`src/rtl/pcb_pkg.sv`:
```
package pcb_pkg;
  typedef enum logic [1:0] {
    PB_IDLE = 2'd0,
    PB_FILL = 2'd1,
    PB_BURN = 2'd2
  } pb_state_e;
endpackage

```
`src/rtl/pcb_addr_ptr.sv`:
```
module pcb_addr_ptr #(
  parameter int ADDR_W = 15,
  parameter int OFFS_W = 6
) (
  input  logic              clk,
  input  logic              rst_n,
  input  logic              load,
  input  logic [ADDR_W-1:0] load_addr,
  input  logic              step,
  output logic [ADDR_W-1:0] ptr
);
  // advance only the in-page offset; page bits stay put
  function automatic logic [ADDR_W-1:0] step_in_page(input logic [ADDR_W-1:0] a);
    logic [OFFS_W-1:0] lo;
    lo = a[OFFS_W-1:0] + {{(OFFS_W-1){1'b0}}, 1'b1};
    return {a[ADDR_W-1:OFFS_W], lo};
  endfunction

  always_ff @(posedge clk) begin
    if (!rst_n)    ptr <= '0;
    else if (load) ptr <= load_addr;
    else if (step) ptr <= step_in_page(ptr);
  end
endmodule

```
`src/rtl/pcb_page_latch.sv`:
```
module pcb_page_latch #(
  parameter int DATA_W = 8,
  parameter int DEPTH  = 64,
  parameter int OFFS_W = 6
) (
  input  logic              clk,
  input  logic              rst_n,
  input  logic              clr_mask,
  input  logic              wr_en,
  input  logic [OFFS_W-1:0] wr_offs,
  input  logic [DATA_W-1:0] wr_data,
  input  logic [OFFS_W-1:0] rd_offs,
  output logic [DATA_W-1:0] rd_data,
  output logic              rd_valid,
  output logic              any_valid
);
  logic [DEPTH-1:0][DATA_W-1:0] lane_bus;
  logic [DEPTH-1:0]             mask_bus;

  for (genvar i = 0; i < DEPTH; i++) begin : g_lane
    logic              hit;
    logic [DATA_W-1:0] q;
    logic              v;
    assign hit = wr_en && (wr_offs == OFFS_W'(i));
    always_ff @(posedge clk) begin
      if (hit) q <= wr_data;
    end
    always_ff @(posedge clk) begin
      if (!rst_n)        v <= 1'b0;
      else if (clr_mask) v <= 1'b0;
      else if (hit)      v <= 1'b1;
    end
    assign lane_bus[i] = q;
    assign mask_bus[i] = v;
  end

  assign rd_data   = lane_bus[rd_offs];
  assign rd_valid  = mask_bus[rd_offs];
  assign any_valid = |mask_bus;
endmodule

```
`src/rtl/pcb_commit_seq.sv`:
```
module pcb_commit_seq
  import pcb_pkg::*;
#(
  parameter int DEPTH        = 64,
  parameter int OFFS_W       = 6,
  parameter int WRITE_CYCLES = 625000
) (
  input  logic              clk,
  input  logic              rst_n,
  input  logic              cmd_go,
  input  logic              byte_go,
  input  logic              stop_go,
  input  logic              wp,
  input  logic              any_valid,
  output pb_state_e         state,
  output logic              busy,
  output logic              scan_on,
  output logic [OFFS_W-1:0] scan_offs,
  output logic              acc_cmd,
  output logic              acc_byte,
  output logic              acc_commit,
  output logic              acc_abort
);
  localparam int TMR_W = $clog2(WRITE_CYCLES + 1);
  localparam logic [TMR_W-1:0] TMR_LOAD = TMR_W'(WRITE_CYCLES - 1);
  localparam logic [OFFS_W-1:0] LAST_OFFS = OFFS_W'(DEPTH - 1);

  logic [TMR_W-1:0] tmr_q;
  logic             stop_in_fill;
  logic             burn_done;

  function automatic logic cycle_over(input logic [TMR_W-1:0] t, input logic s);
    return (t == '0) && !s;
  endfunction

  assign stop_in_fill = stop_go && (state == PB_FILL);
  assign acc_commit   = stop_in_fill && !wp && any_valid;
  assign acc_abort    = stop_in_fill && !acc_commit;
  assign acc_cmd      = cmd_go && !stop_go && (state != PB_BURN);
  assign acc_byte     = byte_go && !cmd_go && !stop_go && (state == PB_FILL);
  assign burn_done    = (state == PB_BURN) && cycle_over(tmr_q, scan_on);
  assign busy         = (state == PB_BURN);

  always_ff @(posedge clk) begin
    if (!rst_n) begin
      state <= PB_IDLE;
    end else begin
      unique case (state)
        PB_IDLE: if (acc_cmd) state <= PB_FILL;
        PB_FILL: begin
          if (acc_commit)     state <= PB_BURN;
          else if (acc_abort) state <= PB_IDLE;
        end
        PB_BURN: if (burn_done) state <= PB_IDLE;
        default: state <= PB_IDLE;
      endcase
    end
  end

  always_ff @(posedge clk) begin
    if (!rst_n)                               tmr_q <= '0;
    else if (acc_commit)                      tmr_q <= TMR_LOAD;
    else if (state == PB_BURN && tmr_q != '0) tmr_q <= tmr_q - 1'b1;
  end

  always_ff @(posedge clk) begin
    if (!rst_n) begin
      scan_on   <= 1'b0;
      scan_offs <= '0;
    end else if (acc_commit) begin
      scan_on   <= 1'b1;
      scan_offs <= '0;
    end else if (scan_on) begin
      if (scan_offs == LAST_OFFS) scan_on <= 1'b0;
      else                        scan_offs <= scan_offs + 1'b1;
    end
  end
endmodule

```
`src/rtl/page_commit_buf.sv`:
```
module page_commit_buf
  import pcb_pkg::*;
#(
  parameter int ADDR_W       = 15,
  parameter int DATA_W       = 8,
  parameter int PAGE_BYTES   = 64,
  parameter int WRITE_CYCLES = 625000
) (
  input  logic              clk,
  input  logic              rst_n,
  input  logic              cmd_start,
  input  logic [ADDR_W-1:0] start_addr,
  input  logic              byte_stb,
  input  logic [DATA_W-1:0] byte_data,
  input  logic              stop_evt,
  input  logic              wp_pin,
  output logic              arr_we,
  output logic [ADDR_W-1:0] arr_addr,
  output logic [DATA_W-1:0] arr_wdata,
  output logic              busy,
  output logic [ADDR_W-1:0] addr_ptr
);
  localparam int OFFS_W = $clog2(PAGE_BYTES);

  pb_state_e         state;
  logic              scan_on;
  logic [OFFS_W-1:0] scan_offs;
  logic              acc_cmd, acc_byte, acc_commit, acc_abort;
  logic              any_valid, rd_valid;
  logic [DATA_W-1:0] rd_data;
  logic              collecting;

  assign collecting = (state == PB_FILL);

  pcb_addr_ptr #(.ADDR_W(ADDR_W), .OFFS_W(OFFS_W)) u_ptr (
    .clk(clk), .rst_n(rst_n), .load(acc_cmd), .load_addr(start_addr),
    .step(acc_byte), .ptr(addr_ptr)
  );

  pcb_page_latch #(.DATA_W(DATA_W), .DEPTH(PAGE_BYTES), .OFFS_W(OFFS_W)) u_latch (
    .clk(clk), .rst_n(rst_n), .clr_mask(acc_cmd), .wr_en(acc_byte),
    .wr_offs(addr_ptr[OFFS_W-1:0]), .wr_data(byte_data), .rd_offs(scan_offs),
    .rd_data(rd_data), .rd_valid(rd_valid), .any_valid(any_valid)
  );

  pcb_commit_seq #(.DEPTH(PAGE_BYTES), .OFFS_W(OFFS_W), .WRITE_CYCLES(WRITE_CYCLES)) u_seq (
    .clk(clk), .rst_n(rst_n), .cmd_go(cmd_start), .byte_go(byte_stb),
    .stop_go(stop_evt), .wp(wp_pin), .any_valid(any_valid), .state(state),
    .busy(busy), .scan_on(scan_on), .scan_offs(scan_offs), .acc_cmd(acc_cmd),
    .acc_byte(acc_byte), .acc_commit(acc_commit), .acc_abort(acc_abort)
  );

  assign arr_we    = scan_on && rd_valid;
  assign arr_addr  = {addr_ptr[ADDR_W-1:OFFS_W], scan_offs};
  assign arr_wdata = rd_data;
endmodule

```
`config.mk`:
```
export PLATFORM = sky130hd
export DESIGN_NAME = page_commit_buf
export DESIGN_NICKNAME = d
export VERILOG_FILES = /design/src/rtl/pcb_pkg.sv /design/src/rtl/pcb_addr_ptr.sv /design/src/rtl/pcb_page_latch.sv /design/src/rtl/pcb_commit_seq.sv /design/src/rtl/page_commit_buf.sv
export SDC_FILE = /design/constraint.sdc
export NUM_CORES = 1
export LEC_CHECK = 0
export BUFFER_PORTS_ARGS = -buffer_cell sky130_fd_sc_hd__clkbuf_2
export CAP_MARGIN = 15
export CORE_MARGIN = 10
export CORE_UTILIZATION = 30
export CTS_CLUSTER_DIAMETER = 150
export DETAILED_ROUTE_END_ITERATION = 6
export PLACE_DENSITY = 0.43
export SYNTH_ARGS = -nofsm -noshare
export SYNTH_HDL_FRONTEND = slang
export SYNTH_SLANG_ARGS = --single-unit
```
`constraint.sdc`:
```
create_clock -name clk -period 2.43 [get_ports clk]
set_input_delay 0.243 -clock clk [delete_from_list [all_inputs] [get_ports clk]]
set_output_delay 0.243 -clock clk [all_outputs]
set_load 0.05 [all_outputs]
```
# ---- Word level (Yosys, flattened, before mapping)
# Index checks and enable logic that the tools add are counted.
dict set report totals {
  reg_bits 620
  in_bits 29
  out_inout_bits 40
  word_cells 320
}
dict set report classes {
  addsub 3
  order_cmp 1
  n_eq_ne 70
  mux 16
  n_bitwise 2
  n_reduce_logical 93
}
# cell count
set ops {}
lappend ops {{== test 6 bit, second input constant} 33}
lappend ops {{== test 6 x 5 -> 1 bit, second input constant} 16}
lappend ops {{logical AND 1 bit} 77}
lappend ops {{OR reduction 64 bit} 1}
lappend ops {{binary-select mux 8 bit (select 6 bit)} 1}
lappend ops {{== test 6 x 4 -> 1 bit, second input constant} 8}
lappend ops {{two-way mux 20 bit} 2}
lappend ops {{== test 6 x 3 -> 1 bit, second input constant} 4}
lappend ops {{logical NOT 20 bit} 1}
lappend ops {{nonzero test 20 bit} 1}
lappend ops {{subtractor 20 x 1 -> 20 bit, second input constant} 1}
lappend ops {{two-way mux 15 bit} 1}
lappend ops {{adder 6 x 1 -> 6 bit, second input constant} 2}
lappend ops {{== test 6 x 2 -> 1 bit, second input constant} 2}
lappend ops {{two-way mux 2 bit} 4}
lappend ops {{two-way mux 8 bit} 1}
lappend ops {{< comparator 6 x 7 -> 1 bit, second input constant} 1}
lappend ops {{binary-select mux 1 bit (select 6 bit)} 1}
lappend ops {{== test 6 x 1 -> 1 bit, second input constant} 1}
lappend ops {{logical NOT 6 bit} 1}
lappend ops {{two-way mux 6 bit} 1}
lappend ops {{case mux 2 bit (3 select lines)} 1}
lappend ops {{logical NOT 1 bit} 5}
lappend ops {{two-way mux 1 bit} 4}
lappend ops {{other kinds (11)} 15}

# ---- Longest topological paths before layout
dict set report depth {
  ltp_word 9
  mapped_depth 9
  mapped_depth_nobuf 7
}

# ---- By module
# A second synthesis with hierarchy kept.
dict set report hier_totals {
  hier_cells 1363
  hier_area_um2 24790.0
}
# mod instances cells_per_inst area_per_inst_um2 seq_area_each_um2
set modules_own_cells {}
lappend modules_own_cells {pcb_page_latch 1 1098 22391.5 16656.0}
lappend modules_own_cells {pcb_commit_seq 1 190 1669.1 580.6}
lappend modules_own_cells {pcb_addr_ptr 1 65 655.6 300.3}
lappend modules_own_cells {page_commit_buf 1 10 73.8 0.0}

# ---- Least setup slack after synthesis
# No wires, ideal clock.
dict set report synth_timing {
  kind {register to output}
  start {register u_seq.scan_offs[1]}
  end {output port arr_wdata[0]}
  t_arrival_ns 3.044
  slack_ns -0.857
  path_stages_with_launch 9
  path_buffers 3
  path_cell_list {dfxtp_1 -> buf_4 -> buf_4 -> buf_2 -> nor2_1 -> a221oi_1 -> o21ai_0 -> and4_1 -> nor3_1}
}
dict set report synth_via {
  elab_chain_cells 2
}
# item line_no
set synth_lines {}
lappend synth_lines {{from (decl)} pcb_commit_seq.sv:18} ;# output logic [OFFS_W-1:0] scan_offs,
lappend synth_lines {{from (signal assigned)} pcb_commit_seq.sv:75} ;# else scan_offs <= scan_offs + 1'b1;
lappend synth_lines {{binary-select mux 8 bit (select 6 bit)} pcb_page_latch.sv:37} ;# assign rd_data = lane_bus[rd_offs];
lappend synth_lines {{two-way mux 8 bit (implied by the code)} pcb_page_latch.sv:37}
lappend synth_lines {{to (decl)} page_commit_buf.sv:19} ;# output logic [DATA_W-1:0] arr_wdata,
# Every way passes these cells. The select of a mux whose other input is x is not followed.

# ---- Worst setup path in the final report
dict set report layout_timing {
  start {register u_seq.scan_offs[0]}
  end {output port arr_wdata[3]}
}
# Same word-level chain as after synthesis.

==> results by group <==
Global route
  • GRT Residual Overflow: 0
  • First-pass GRT wire length: 104800 µm
  • Tot GR Track Use: approximately 15%
  • Number of global-route vias before repair: ~15000
  • Maximum number of pins on one net before global-route repair: 65
  • Initial antenna violation count: 0

Final layout
  • Cell Count, Final, Fillers Out: 2818
  • Layout Nets: 1737
  • Share of cells above drive strength 1: 35.32%
  • # fillers: 7416
  • Most common cell after layout, fill and taps aside: edfxtp_1
  • Syn-to-layout area delta: 26.52%
  • Register area: 0.01755 mm²
  • Number of antenna diodes: 0
  • Final Core Density: 38.44%
  • Multi-input gate area: 0.006999 mm²
  • Commonest cells after routing, fill and taps aside: edfxtp_1 (512), buf_4 (179), mux4_2 (131)

Timing
  • Worst clock skew: ~26 ps
  • Final hold violation count: 0
  • Worst Slack Setup Final: -718.9 ps
  • Slew Viols, Final: 0
  • Worst slew pin tran: 1156 ps
  • Unrepaired setup endpoints after global routing: yes
  • Final min period: 3149 ps
  • Setup TNS Final: -6134 ps
  • Fmax: around 320 MHz
  • Slew margin rel.: ~23%
  • Period utilization: 129.6%
  • Setup Viol. Count Final: 9

Die
  • Core area: 0.08081 mm²
  • DIE AREA: 0.09368 mm²
  • Die Span Y: 306.1 µm
  • IO Count: 69
  • Die W: 306.1 µm
  • Starting Density: 30.38%
  • Core Rows: 104

Logic synthesis
  • Post-Synth Simple-Gate Area: 5.326%
  • Top-area cell type share of the netlist area: 62.62%
  • Synth area leaders: edfxtp_1 (63%), mux4_2 (12%), dfxtp_1 (8.8%)
  • Post-synth top area cell: edfxtp_1
  • Synth Net Count: 1439
  • Post-synth EDFFs: 512
  • Netlist Area Pre-Place: 0.02455 mm²
  • #FFs+latches synth: 620
  • Mux contribution to synthesized area: 14.13%
  • Synth async-reset ratio: 0%
  • Top FF cell, synth: edfxtp_1
  • Syn avg cell area: around 17 µm²
  • Seq/Total Area, Yosys: 71.43%
  • Synth Area in Compound Gates: 6.044%
  • Largest family of logic cells by synthesized area: multiplexers
  • Post-synthesis xor/xnor area fraction: 0.6778%
  • Syn. warnings: 0
  • Netlist cell types: 60
  • Post-synthesis adder-cell area fraction: 0.3058%
  • Synth Instances: 1404

Clock network
  • Clk Latency, worst-skew pair: slightly above 600 ps
  • Max clock buf depth: 3
  • TritonCTS clock tree: yes
  • CTS Buf Count: between 70 and 80
  • Htree depth: 3
  • Root Driver: clkbuf_16
  • Clock sink total: 620
  • Clock transition at the registers of the reported paths: 60 ps

Worst setup path
  • Critical path class: reg -> out
  • CP cell instances: buf_12 -> buf_12 -> buf_8 -> mux4_2 -> mux4_2 -> o22ai_2 -> nor2_2 -> buf_8
  • CP peak stage delay: 610 ps
  • CP max stage cell: mux4_2
  • Worst Path Arrival: 2910 ps
  • Startpoint Class: flip-flop
  • Largest fanout on the critical path: 6
  • CP Data Required Time: 2190 ps
  • Setup crit end kind: primary output

Routing
  • Post-DRT Antenna Nets: 0
  • First-pass DRT Iterations: 5
  • DR vias/cell: just under 5
  • WL/cell: 25.56 µm
  • Vias: 14020
  • Final WL: 72020 µm
  • DRC viols: 0
  • Initial drt markers: 1045

Power
  • Pwr Total: 22.53 mW
  • Combinational group share of total power: 2.1%
  • Max VDD drop: about 0.42 mV
  • Int Pwr: 17.89 mW
  • Clk network pwr share: 46.8%
  • Leakage: between 10 and 15 nW
  • Reg power frac: 51.1%
  • PD cells: between 700 and 800 mW/mm²
  • Sw frac: 20.61%
  • Switching pwr: 4.644 mW

Status
  • Failing checks: setup timing
  • Status: complete, but fails checks

Place
  • IO buf count: 68
  • Placer congestion estimate: about 0.78
  • Post-DP HPWL: approximately 47000 µm
  • Placed insts: 2640

Hold path
  • Hold Path Class: in -> reg

Run
  • Max-cap violation count: 0
## per-layer routing
layer / vias up / wire length, µm / global-route usage (%)
li1: 6243 / - / -
met1: 7413 / 32880 / 20.78
met2: 283 / 35350 / 25.17
met3: 78 / 2631 / 2.405
met4: 0 / 1156 / 3.729
met5: - / 0 / 0
## layout make-up
class / instances / share of cell area, %
timing repair buffer: 312 / 9.160
clock buffer: 102 / 6.703
inverter: 12 / 0.1531
tap: 1060 / 4.270
clock inverter: 27 / 0.6848
multi-input combinational: 685 / 22.53
sequential: 620 / 56.50
## synthesized netlist by cell type (5+ instances only)
master	n
nand3_1	20
o31ai_1	6
mux4_2	131
nor2_1	102
or3_1	7
a211o_1	5
o21a_1	65
nor3_1	8
dfxtp_1	108
nor4_1	21
nand4_1	13
inv_1	8
nand2b_1	8
edfxtp_1	512
buf_4	18
nand2_1	52
mux2i_1	45
a2111oi_0	5
xnor2_1	7
clkbuf_1	35
buf_6	5
o221ai_1	11
a31oi_1	5
buf_2	29
mux2_2	6
a211oi_1	21
xor2_1	12
o21ai_0	10
ha_1	6
nor2b_1	15
a22oi_1	12
a21oi_1	45
## stage by stage
stage | hold slack, ps | worst slack, ps | instance area [µm²]
2_1_floorplan | 321.7 | 1.436 | 24600
3_3_place_gp | 458.7 | -583.3 | 27660
3_5_place_dp | 461.6 | -557.8 | 27660
4_1_cts | 68.22 | -794.2 | 30780
5_1_grt | 119.5 | -824.8 | 31060
6_report | 111.1 | -718.9 | 31060
## flip-flops by register name, summed over array words and instances (netlist names)
register	count
u_seq.tmr_q	20
u_latch.g_lane.v	64
u_seq.scan_offs	6
u_latch.g_lane.q	512
u_seq.state	2
u_seq.scan_on	1
u_ptr.ptr	15
## critical path: cells and delay by family (launching register included)
family                 cells  cell delay, ps
AOI/OAI and AO/OA          1             200
buffers and inverters      4             540
DFF                        1             370
muxes                      2            1100
and+or+nand+nor            1              60
## path summary, 6_finish.rpt
kind,startpoint,endpoint,slack [ps],cells after the start
worst max-delay path,u_seq.scan_offs[0],arr_wdata[3],-720,8
worst min-delay path,cmd_start,u_seq.state[1],110,5
worst max register to register,u_seq.scan_offs[4],u_seq.scan_offs[2],180,7
worst min register to register,u_seq.tmr_q[10],u_seq.tmr_q[10],470,2
## power by group through the flow
stage / combinational [mW] / sequential, mW / clock, mW
global route: 0.506 / 11.5 / 11.3
global placement: 0.441 / 11.7 / 0
floorplan: 0.144 / 11.8 / 0
finish: 0.469 / 11.5 / 10.5
detailed placement: 0.448 / 11.7 / 0
CTS: 0.476 / 11.5 / 10.8
## cell families (layout without fill, tap and decap cells)
kind of cell             Yosys count  in the layout
adder cells (fa/ha/maj)            6              6
AND/OR/NAND/NOR                  268            268
XOR/XNOR                          19             19
AO/OA/AOI/OAI                    210            210
buffers and inverters             99            453
multiplexers                     182            182
flip-flops                       620            620
## what timing repair did
item | in CTS | in global routing
resized for setup | 95 | 39
setup endpoints to repair | 30 | 10
hold endpoints to repair | 17 | 0
cloned | 3 | 1
pin swaps | 20 | 20
setup buffers | 17 | 15
hold buffers | 18 | 0
(Power assumes the default switching activity.)
